[src/rtl/nrd_pkg.sv]
package nrd_pkg;

    typedef enum logic [1:0] {
        NRD_SETUP_U = 2'b00,
        NRD_SETUP_S = 2'b01,
        NRD_STEP    = 2'b10,
        NRD_ROTATE  = 2'b11
    } nrd_op_e;

    typedef struct packed {
        logic q;
        logic m;
        logic t;
    } nrd_flags_t;

endpackage

[src/rtl/nrd_addsub.sv]
// Shift-in and conditional add/subtract core of one division step.
module nrd_addsub #(
    parameter int WIDTH = 32
) (
    input  logic [WIDTH-1:0] rem_in,
    input  logic [WIDTH-1:0] divisor,
    input  logic             t_in,
    input  logic             do_sub,
    output logic [WIDTH-1:0] result,
    output logic             carry
);
    localparam int EXT = WIDTH + 1;

    logic [WIDTH-1:0] shifted;
    logic [EXT-1:0]   ext_sum;

    always_comb begin
        shifted = {rem_in[WIDTH-2:0], t_in};
        if (do_sub) begin
            ext_sum = {1'b0, shifted} - {1'b0, divisor};
        end else begin
            ext_sum = {1'b0, shifted} + {1'b0, divisor};
        end
        result = ext_sum[WIDTH-1:0];
        carry  = ext_sum[EXT-1];
    end

    // A borrow means the wrapped difference exceeds the minuend; a carry
    // means the wrapped sum fell below the augend.
    always_comb begin
        if (do_sub) begin
            assert (carry == (result > shifted)) else $error("AST_SUB_BORROW");
        end else begin
            assert (carry == (result < shifted)) else $error("AST_ADD_CARRY");
        end
    end

endmodule

[src/rtl/nrd_qsel.sv]
// Operation choice and quotient/T bit derivation for one step.
module nrd_qsel (
    input  logic old_q,
    input  logic m_in,
    input  logic msb_cap,
    input  logic carry,
    output logic do_sub,
    output logic q_new,
    output logic t_new
);
    always_comb begin
        do_sub = (old_q == m_in);
        q_new  = msb_cap ^ m_in ^ carry;
        t_new  = (q_new == m_in);
    end

endmodule

[src/rtl/nrd_rotate.sv]
// Rotate a word left by one through the T bit.
module nrd_rotate #(
    parameter int WIDTH = 32
) (
    input  logic [WIDTH-1:0] word_in,
    input  logic             t_in,
    output logic [WIDTH-1:0] word_out,
    output logic             t_out
);
    always_comb begin
        word_out = {word_in[WIDTH-2:0], t_in};
        t_out    = word_in[WIDTH-1];
    end

endmodule

[src/rtl/nrd_step_unit.sv]
module nrd_step_unit #(
    parameter int WIDTH = 32
) (
    input  logic             clk,
    input  logic             rst_n,
    input  logic             op_valid,
    input  logic [1:0]       op_sel,
    input  logic [WIDTH-1:0] divisor,
    input  logic [WIDTH-1:0] rem_in,
    output logic [WIDTH-1:0] rem_out,
    output logic             q_flag,
    output logic             m_flag,
    output logic             t_flag
);
    import nrd_pkg::*;

    localparam int MSB = WIDTH - 1;

    typedef struct packed {
        logic [WIDTH-1:0] rem;
        nrd_flags_t       fl;
    } nrd_state_t;

    nrd_state_t st_d, st_q;
    nrd_op_e    op_e;

    logic [WIDTH-1:0] step_res_d;
    logic             step_carry_d;
    logic             step_sub_d;
    logic             step_q_d;
    logic             step_t_d;
    logic [WIDTH-1:0] rot_word_d;
    logic             rot_t_d;

    assign op_e = nrd_op_e'(op_sel);

    nrd_qsel i_qsel (
        .old_q   (st_q.fl.q),
        .m_in    (st_q.fl.m),
        .msb_cap (rem_in[MSB]),
        .carry   (step_carry_d),
        .do_sub  (step_sub_d),
        .q_new   (step_q_d),
        .t_new   (step_t_d)
    );

    nrd_addsub #(.WIDTH(WIDTH)) i_addsub (
        .rem_in  (rem_in),
        .divisor (divisor),
        .t_in    (st_q.fl.t),
        .do_sub  (step_sub_d),
        .result  (step_res_d),
        .carry   (step_carry_d)
    );

    nrd_rotate #(.WIDTH(WIDTH)) i_rotate (
        .word_in  (rem_in),
        .t_in     (st_q.fl.t),
        .word_out (rot_word_d),
        .t_out    (rot_t_d)
    );

    always_comb begin
        st_d = st_q;
        if (op_valid) begin
            unique case (op_e)
                NRD_SETUP_U: begin
                    st_d.fl = '{q: 1'b0, m: 1'b0, t: 1'b0};
                end
                NRD_SETUP_S: begin
                    st_d.fl.q = rem_in[MSB];
                    st_d.fl.m = divisor[MSB];
                    st_d.fl.t = rem_in[MSB] ^ divisor[MSB];
                end
                NRD_STEP: begin
                    st_d.rem  = step_res_d;
                    st_d.fl.q = step_q_d;
                    st_d.fl.t = step_t_d;
                end
                NRD_ROTATE: begin
                    st_d.rem  = rot_word_d;
                    st_d.fl.t = rot_t_d;
                end
                default: st_d = st_q;
            endcase
        end
    end

    always_ff @(posedge clk or negedge rst_n) begin
        if (!rst_n) begin
            st_q <= '0;
        end else begin
            st_q <= st_d;
        end
    end

    assign rem_out = st_q.rem;
    assign q_flag  = st_q.fl.q;
    assign m_flag  = st_q.fl.m;
    assign t_flag  = st_q.fl.t;

    AST_IDLE_HOLD: assert property (@(posedge clk) disable iff (!rst_n)
        !op_valid |=> $stable(rem_out) && $stable(q_flag) && $stable(m_flag) && $stable(t_flag));

    AST_USETUP_CLEAR: assert property (@(posedge clk) disable iff (!rst_n)
        op_valid && op_sel == 2'b00 |=> !q_flag && !m_flag && !t_flag && $stable(rem_out));

    AST_SSETUP_LOAD: assert property (@(posedge clk) disable iff (!rst_n)
        op_valid && op_sel == 2'b01 |=> q_flag == $past(rem_in[MSB]) && m_flag == $past(divisor[MSB])
            && t_flag == (q_flag ^ m_flag) && $stable(rem_out));

    AST_STEP_M_KEEP: assert property (@(posedge clk) disable iff (!rst_n)
        op_valid && op_sel == 2'b10 |=> $stable(m_flag));

    AST_STEP_T_MATCH: assert property (@(posedge clk) disable iff (!rst_n)
        op_valid && op_sel == 2'b10 |=> t_flag == (q_flag == m_flag));

    AST_ROT_MOVE: assert property (@(posedge clk) disable iff (!rst_n)
        op_valid && op_sel == 2'b11 |=> t_flag == $past(rem_in[MSB]) && rem_out[0] == $past(t_flag)
            && $stable(q_flag) && $stable(m_flag));

endmodule

[config.mk]
export PLATFORM = sky130hd
export DESIGN_NAME = nrd_step_unit
export DESIGN_NICKNAME = d
export VERILOG_FILES = /design/src/rtl/nrd_pkg.sv /design/src/rtl/nrd_addsub.sv /design/src/rtl/nrd_qsel.sv /design/src/rtl/nrd_rotate.sv /design/src/rtl/nrd_step_unit.sv
export SDC_FILE = /design/constraint.sdc
export NUM_CORES = 1
export LEC_CHECK = 0
export ABC_AREA = 1
export BUFFER_PORTS_ARGS = -buffer_cell sky130_fd_sc_hd__buf_2
export CAP_MARGIN = 10
export CORE_MARGIN = 4
export CORE_UTILIZATION = 25
export CTS_BUF_LIST = sky130_fd_sc_hd__clkbuf_8
export CTS_CLUSTER_SIZE = 40
export DETAILED_ROUTE_END_ITERATION = 6
export GPL_ROUTABILITY_DRIVEN = 0
export PLACE_DENSITY_LB_ADDON = 0.12
export SYNTH_ARGS = -nofsm -noshare
export SYNTH_HDL_FRONTEND = slang
export SYNTH_SLANG_ARGS = --single-unit
[constraint.sdc]
create_clock -name clk -period 3.5 [get_ports clk]
set_clock_uncertainty 0.05 [all_clocks]
set_input_delay 0.175 -clock clk [delete_from_list [all_inputs] [get_ports clk]]
set_output_delay 0.175 -clock clk [all_outputs]
set_load 0.005 [all_outputs]
# Word level (Yosys, flattened, before mapping)

Index checks and enable logic that the tools add are counted.

Register bits: 35
Latch bits: 0
RAM bits: 0
Memory bits (read-only): 0
Input bits: 69
Output and inout bits: 35
Word-level logic and storage cells: 26
Memories kept: 0

$add $sub $neg: 2
$mul: 0
Divide/modulo/power cells: 0
Magnitude comparators: 0
Equal/unequal tests: 5
Shift operators: 0
Muxes and demuxes: 5
Bitwise logic cells: 3
Reductions and logical operators: 7

Operators by type and width:

| kind                                                | number |
|---|---|
| one-hot mux 32 bit (2 select lines)                 | 1 |
| adder 32 x 32 -> 33 bit                             | 1 |
| 2-to-1 mux 33 bit                                   | 1 |
| subtractor 32 x 32 -> 33 bit                        | 1 |
| AND reduction 2 bit                                 | 3 |
| equality test 2 bit, second input constant          | 2 |
| one-hot mux 1 bit (4 select lines)                  | 1 |
| nonzero test 2 bit                                  | 2 |
| one-hot mux 1 bit (3 select lines)                  | 1 |
| nonzero test 3 bit                                  | 1 |
| bitwise XOR 1 bit                                   | 3 |
| equality test 1 bit                                 | 2 |
| equality test 2 x 1 -> 1 bit, second input constant | 1 |
| zero test 2 bit                                     | 1 |
| one-hot mux 1 bit (2 select lines)                  | 1 |

# Depth between registers and ports, before layout

Gate-level depths: netlist of the first run.

Word-level depth: 5
Mapped depth: 27

# Hierarchy

Synthesis of the first run repeated with hierarchy kept, for this count alone.

Cells, all modules: 1057
Area, all modules: 5788.1 µm²

By module, submodules not included:

| module        | instances | cells an instance | area each (µm²) | seq. area each (µm²) |
|---|---|---|---|---|
| nrd_addsub    | 1         | 735               | 3497.1          | 0.0 |
| nrd_step_unit | 1         | 279               | 1994.4          | 875.8 |
| nrd_rotate    | 1         | 33                | 247.7           | 0.0 |
| nrd_qsel      | 1         | 10                | 48.8            | 0.0 |

# Worst setup path after synthesis of the first run

No wires, ideal clock.

Kind: register to register
Start: register st_q (netlist bit m_flag)
End: register st_q (netlist bit t_flag)
Data arrival time: 2.708 ns
Required time: 3.334 ns
Slack: 0.626 ns
Cell stages (with the launch flop): 21
Path buffers: 2
Clock period less this slack: 2.874 ns
Path through: dfrtp_1 xnor2_2 inv_2 buf_4 buf_4 nand2_1 xor2_1 inv_1 ha_1 a21oi_1 nand2_1 a21oi_1 nand2_2 a21oi_1 nand2_1 nand2_1 nand2_1 nand3_1 nand2_1 nand2_1 nand2_1

Word-level cells in the longest chain between the ends: 5
Elaborated cells between the ends (all ways): 6
Classes of those cells: eq/ne (2); mux (2); bitwise (2)

RTL lines:

| element                              | line                | text |
|---|---|---|
| from (decl)                          | nrd_step_unit.sv:24 | `nrd_state_t st_d, st_q;` |
| from (signal assigned)               | nrd_step_unit.sv:93 | `st_q <= st_d;` |
| equality test 1 bit                  | nrd_qsel.sv:12      | `do_sub = (old_q == m_in);` |
| 2-to-1 mux 33 bit                    | nrd_addsub.sv:19    | `if (do_sub) begin` |
| bitwise XOR 1 bit                    | nrd_qsel.sv:13      | `q_new = msb_cap ^ m_in ^ carry;` |
| equality test 1 bit *                | nrd_qsel.sv:14      | `t_new = (q_new == m_in);` |
| one-hot mux 1 bit (4 select lines) * | nrd_step_unit.sv:66 | `unique case (op_e)` |

Mark *: on every way between the ends. The rest lies on a longest branch, timed or not.
A chain may end at the register's enable or synchronous reset.

# Worst setup path in the final report of the first run

Start: register st_q (netlist bit m_flag)
End: register st_q (netlist bit rem_out[26])

Word-level cells in the longest chain between the ends: 3

RTL lines:

| element                             | line |
|---|---|
| equality test 1 bit                 | nrd_qsel.sv:12 |
| 2-to-1 mux 33 bit                   | nrd_addsub.sv:19 |
| one-hot mux 32 bit (2 select lines) | nrd_step_unit.sv:66 |

No other way between the ends.

==> flow_summary.json, run 1 <==
{
  "reg2reg_from": "m_flag",
  "tightest_slew_ns": 0.8924,
  "rr_endpoint": "rem_out[26]",
  "cts_tree": "yes",
  "drt.antenna.violating_nets": 0,
  "cp.arrival_ns": 3.28,
  "drc_errors": 0,
  "critPathLaunch": "m_flag",
  "synth_flop_cell": "dfrtp_1",
  "final_core_util": 0.3072,
  "maxCapViolCount": 0,
  "post-route-period-util": 0.8911,
  "nFillCells": 2154,
  "dieHeight_um": 146.7,
  "slowest_stage": "dfrtp_1",
  "dp_hpwl_um": 14160,
  "crit_top_cell": "nand2_1",
  "yosysWarningCount": 0,
  "startpoint_type": "flip-flop",
  "num_antenna_cells": 0,
  "finalWirelength_um": 17010,
  "critPathMaxStageDelay_ns": 0.42,
  "clkTransAtPathRegs_ns": 0.10,
  "synth_cell_types": 46,
  "area_delta_synth_final_pct": 20.39,
  "cts-htree-levels": 2,
  "num_vias": 5016,
  "path_cells": "xnor2_2, inv_4, buf_4, o21ai_2, o21ai_1, xor2_1, inv_1, ha_1, nand2_1, inv_2, a21oi_1, a21boi_0, nand3_1, nand2_1, nand2_1, nor2_1, o21ai_0",
  "clock_latency_ns": 0.32,
  "postCtsSetupRepairBufs": 0,
  "firstDrtPassIters": 4,
  "port_buffers": 103,
  "period_minus_slack_ns": 3.119,
  "seq_area_frac_synth": 0.1822,
  "drt_iter0_drc": 262,
  "syn_area_per_cell_um2": 6.169,
  "rsz0062_at_grt": "no",
  "slew_headroom": 0.4051,
  "ys_ff_latch": 35,
  "dp.cells": 1136,
  "rrSetupSlack_ns": 0.38,
  "peakVddDrop_v": 0.0001702,
  "async_flop_share": 1.000,
  "initial_core_util": 0.2552,
  "design.core.area_mm2": 0.01883,
  "powerDensity_mw_per_mm2": 580.4,
  "grt_pass1_vias": 5030,
  "critPathCapture": "rem_out[26]",
  "required_ns": 3.66,
  "crit_path_max_fanout": 19,
  "stdcell_count": 1145,
  "end_kind": "flip-flop",
  "antenna_found_initial": 0,
  "tns_ns": 0,
  "path_class": "flip-flop to flip-flop",
  "fmax_mhz": 320.6,
  "gr-total-overflow": 0,
  "grt_first_pass_wirelength_um": 26810,
  "cts_sinks": 35,
  "synthesis.area_mm2": 0.004806,
  "finalMaxSlewViolations": 0,
  "drive_above_1_share": 0.1966,
  "hold_class": "primary input to flip-flop",
  "die_w_um": 146.7,
  "rows": 50,
  "setup_viol": 0,
  "cts_buffers": 5,
  "clk_path_buf_depth": 2,
  "synth_edf_count": 0,
  "ff2ff_path_depth": 17,
  "post_drt_via_cell_ratio": 4.381,
  "syn_inst": 779,
  "status": "finished clean",
  "final-hold-violation-count": 0,
  "root_buffer": "clkbuf_8",
  "io-pin-count": 104,
  "grt_max_degree": 41,
  "cellLeakagePower_uw": 0.003123,
  "wl_per_cell_um": 14.86,
  "power_uw": 3358,
  "nets": 992,
  "syn_nets": 887,
  "die_area_mm2": 0.02151,
  "track_usage": 0.1571
}
## kinds of logic (layout without fill, tap and decap cells)
group	after synthesis	in the layout	synth area share
compound gates	144	144	0.1768
xor+xnor	50	50	0.09268
simple gates	382	382	0.3424
flops	35	35	0.1822
buf+inv	129	235	0.1028
fa+ha+maj	39	39	0.1031
## routing by layer
| metal | global-route usage | vias up | part of all wire |
|---|---|---|---|
| li1 | - | 2709 | - |
| met1 | 0.2229 | 2196 | 0.51 |
| met2 | 0.2517 | 105 | 0.43 |
| met3 | 0.03011 | 6 | 0.045 |
| met4 | 0.02540 | 0 | 0.0068 |
| met5 | 0 | - | 0 |
## synth_stat cells, types with 3 or more instances
library cell,count,area share
a21o_1,7,0.011
a21oi_1,38,0.040
a21oi_2,4,0.0073
a31oi_1,3,0.0039
clkbuf_1,10,0.0078
dfrtp_1,35,0.18
ha_1,38,0.099
inv_1,102,0.080
inv_2,11,0.0086
nand2_1,209,0.16
nand2_2,13,0.017
nand3_1,31,0.032
nand4_1,10,0.013
nor2_1,92,0.072
nor2_2,3,0.0039
nor3_1,10,0.010
nor3_2,3,0.0062
o211ai_1,3,0.0047
o21a_1,3,0.0047
o21ai_0,49,0.051
o21ai_1,16,0.017
o21ai_2,5,0.0091
o21bai_1,7,0.011
xnor2_1,5,0.0091
xor2_1,44,0.080
## worst max-delay path: cells and delay by family (launching register included)
kind / cells / cell delay [ns]
xor+xnor: 2 / 0.39
compound gates: 5 / 0.80
fa+ha+maj: 1 / 0.35
simple gates: 5 / 0.56
buf+inv: 4 / 0.45
flops: 1 / 0.42
## flip-flops by register name, summed over array words and instances, names as in the netlist
| register | count |
|---|---|
| rem_out | 32 |
| q_flag | 1 |
| m_flag | 1 |
| t_flag | 1 |
## report_power, final
part,switching (uW),internal [uW]
clock network,186,231
registers,79.3,553
logic,1440,869
total,1710,1650
## what timing repair did
action / in CTS / in global routing
hold endpoints to repair: 35 / 0
hold buffers: 1 / 0
resized for setup: 0 / 2
endpoints found under the setup margin: 0 / 2
## worst min-delay path by stage
stage,from,endpoint,slack [ns],depth (start not counted)
after floorplan,rst_n,m_flag,-0.17,0
after global placement,rst_n,rem_out[5],0.32,1
after detailed placement,rst_n,rem_out[5],0.32,1
after CTS,op_valid,m_flag,0.06,3
after global routing,op_valid,m_flag,0.08,3
final,op_valid,m_flag,0.07,3
## per-stage QoR
stage	area (um^2)	worst slack [ns]	hold slack, ns
6_report	5786	0.3810	0.06635
5_1_grt	5786	0.06236	0.07509
4_1_cts	5783	0.2868	0.05675
3_5_place_dp	5655	0.1367	0.3181
3_3_place_gp	5655	0.1338	0.3207
2_1_floorplan	4806	0.6260	-0.1706
## placed cells by master, fill, tap and decap left out, types with 2 or more instances in the layout
cell type / Yosys / layout
o211ai_1: 3 / 3
or2_2: 2 / 2
inv_1: 102 / 102
o21ai_0: 49 / 49
a21oi_1: 38 / 37
xor2_1: 44 / 44
xnor2_1: 5 / 5
buf_2: 2 / 103
o21ai_1: 16 / 16
nor2_1: 92 / 92
a21oi_2: 4 / 5
o21a_1: 3 / 3
buf_4: 2 / 10
nand2_2: 13 / 13
nand3b_4: 2 / 2
o21bai_1: 7 / 7
dfrtp_1: 35 / 35
nand3_1: 31 / 31
nand2_1: 209 / 209
nor2_4: 2 / 2
o21ai_2: 5 / 5
nor2_2: 3 / 3
ha_1: 38 / 38
nand4_1: 10 / 10
clkbuf_8: 0 / 6
nor3_1: 10 / 10
nor3_2: 3 / 3
a21o_1: 7 / 7
a31oi_1: 3 / 3
inv_2: 11 / 10
a21boi_0: 2 / 2
## area by class of cell
cell class              count  area [um^2]  area share
repair buffers            114        600.6      0.1038
clock inverters             2        35.03    0.006055
clock buffers               6        82.58     0.01427
flip-flops and latches     35        875.8      0.1514
multi-input cells         615         3440      0.5945
well taps                 260        325.3     0.05623
inverters                 113        426.7     0.07375
Note: power is estimated with default switching activity, not from simulation.
==> inputs of run 2 (changes only) <==
- BUFFER_PORTS_ARGS: -buffer_cell sky130_fd_sc_hd__buf_2 -> -buffer_cell sky130_fd_sc_hd__clkbuf_2
==> run 2 against run 1 <==
Effect of this change: critical path depth shrank 2; register-to-register slack gained 0.02 ns; core utilization shrank 0.18 points; via count grew 1.7%; die area is the same; critical endpoint is now rem_out[15]; largest cell class unchanged.
==> flow_summary.json, run 2 (synthesis gave the netlist of run 1 again) <==
{
  "status": "finished clean",
  "clkTransAtPathRegs_ns": 0.11,
  "hold_path_startpoint": "op_valid",
  "rsz0062_at_grt": "no",
  "cp_num_buf_inv": 2,
  "largest_register_ffs": 32,
  "drt.antenna.violating_nets": 0,
  "tns_ns": 0,
  "powerDensity_mw_per_mm2": 569.6,
  "area_delta_synth_final_pct": 19.68,
  "port_buffers": 103,
  "hold_class": "primary input to flip-flop",
  "nets": 992,
  "multiInputGateArea_mm2": 0.003440,
  "clock_latency_ns": 0.34,
  "hold_path_depth": 3,
  "critPathMaxStageDelay_ns": 0.44,
  "path_class": "flip-flop to flip-flop",
  "ff2ff_path_depth": 15,
  "path_cells": "xnor2_2, inv_4, o21ai_0, xor2_1, inv_1, ha_1, a21oi_1, o21ai_0, a21oi_1, o21ai_2, nand2_1, nand2_2, xor2_1, o21ai_0, nand2_1",
  "drt_iter0_drc": 202,
  "die_area_mm2": 0.02151,
  "placed_area_mm2": 0.005655,
  "final-hold-violation-count": 0,
  "end_kind": "flip-flop",
  "cellLeakagePower_uw": 0.003123,
  "fmax_mhz": 322.7,
  "root_buffer": "clkbuf_8",
  "cts_sinks": 35,
  "crit_top_cell": "o21ai_0",
  "crit_path_max_fanout": 19,
  "dp_hpwl_um": 14240,
  "grt_max_degree": 41,
  "gr-total-overflow": 0,
  "wl_per_cell_um": 15.05,
  "required_ns": 3.66,
  "cts_tree": "yes",
  "final_cell_area_mm2": 0.005752,
  "grt_pass1_vias": 5019,
  "slew_headroom": 0.3277,
  "initial_core_util": 0.2552,
  "peakVddDrop_v": 0.0001648,
  "drive_above_1_share": 0.1966,
  "crit_family": "compound AO/OA/AOI/OAI gates",
  "num_vias": 5099,
  "finalMaxSlewViolations": 0,
  "dieHeight_um": 146.7,
  "reg2reg_from": "q_flag",
  "rr_endpoint": "rem_out[15]",
  "setup_viol": 0,
  "io-pin-count": 104,
  "post_drt_via_cell_ratio": 4.453,
  "hold_path_end": "m_flag",
  "startpoint_type": "flip-flop",
  "antenna_found_initial": 0,
  "postCtsSetupRepairBufs": 0,
  "tightest_slew_ns": 1.009,
  "regArea_um2": 875.8,
  "cts_buffers": 5,
  "final_common_cell": "nand2_1",
  "rows": 50,
  "die_w_um": 146.7,
  "layout_common_cells": "209 x nand2_1, 103 x clkbuf_2, 102 x inv_1, 92 x nor2_1, 49 x o21ai_0",
  "track_usage": 0.1594,
  "design.core.area_mm2": 0.01883,
  "grt_first_pass_wirelength_um": 27040,
  "clk_path_buf_depth": 2,
  "nFillCells": 2197,
  "rrSetupSlack_ns": 0.40,
  "drc_errors": 0,
  "num_antenna_cells": 0,
  "slowest_stage": "dfrtp_1",
  "cts-htree-levels": 2,
  "period_minus_slack_ns": 3.099,
  "cp.arrival_ns": 3.26,
  "maxCapViolCount": 0,
  "post-route-period-util": 0.8854,
  "firstDrtPassIters": 5,
  "finalWirelength_um": 17230
}
run 2: worst max-delay path by stage:
stage / startpoint / endpoint / slack (ns) / cells past startpoint
detailed placement: divisor[12] / t_flag / 0.17 / 25
global route: q_flag / t_flag / 0.05 / 22
global placement: divisor[12] / t_flag / 0.14 / 25
floorplan: m_flag / t_flag / 0.63 / 20
CTS: q_flag / t_flag / 0.27 / 22
finish: q_flag / rem_out[15] / 0.40 / 15
run 2: cell type report:
| class | instances | area share |
|---|---|---|
| multi-input combinational | 615 | 0.5980 |
| sequential | 35 | 0.1523 |
| timing repair buffer | 114 | 0.1044 |
| inverter | 113 | 0.07418 |
| tap | 260 | 0.05656 |
| clock buffer | 5 | 0.01196 |
| clock inverter | 3 | 0.002610 |
run 2: report_power, final:
group | switching [uW] | total (uW) | internal, uW | leakage [uW]
Combinational | 1440 | 2310 | 866 | 0.00265
Clock | 198 | 335 | 137 | 0.0000477
Sequential | 83.4 | 636 | 553 | 0.000428
run 2: worst register-to-register path: stages, from the launching register on:
cell	delay [ns]
dfrtp_1	0.44
xnor2_2	0.17
inv_4	0.17
o21ai_0	0.14
xor2_1	0.17
inv_1	0.07
ha_1	0.38
a21oi_1	0.32
o21ai_0	0.18
a21oi_1	0.21
o21ai_2	0.13
nand2_1	0.09
nand2_2	0.08
xor2_1	0.15
o21ai_0	0.14
nand2_1	0.06
run 2: timing repair:
action | 4_1_cts | 5_1_grt
gates resized for setup | 0 | 2
endpoints found under the setup margin | 0 | 1
hold buffers | 1 | 0
hold endpoints to repair | 6 | 0
run 2: stage by stage:
| step | worst slack (ns) | hold WS [ns] | instances | power (uW) | util |
|---|---|---|---|---|---|
| floorplan | 0.6260 | -0.1706 | 779 | 2225 | - |
| global placement | 0.1394 | 0.3636 | 1136 | 2975 | 0.3003 |
| detailed placement | 0.1715 | 0.3706 | 1136 | 2965 | 0.3003 |
| CTS | 0.2712 | 0.02980 | 1145 | 3321 | 0.3053 |
| global route | 0.04809 | 0.04943 | 1145 | 3653 | 0.3054 |
| finish | 0.4011 | 0.03801 | 1145 | 3276 | 0.3054 |
run 2: layer usage:
layer  vias to the layer above  routed length (um)  global-route usage
met5                         -                   0                   0
met4                         0                 110             0.02822
met3                         7                 839             0.02855
met2                        95                7562              0.2540
met1                      2276                8717              0.2275
li1                       2721                   -                   -
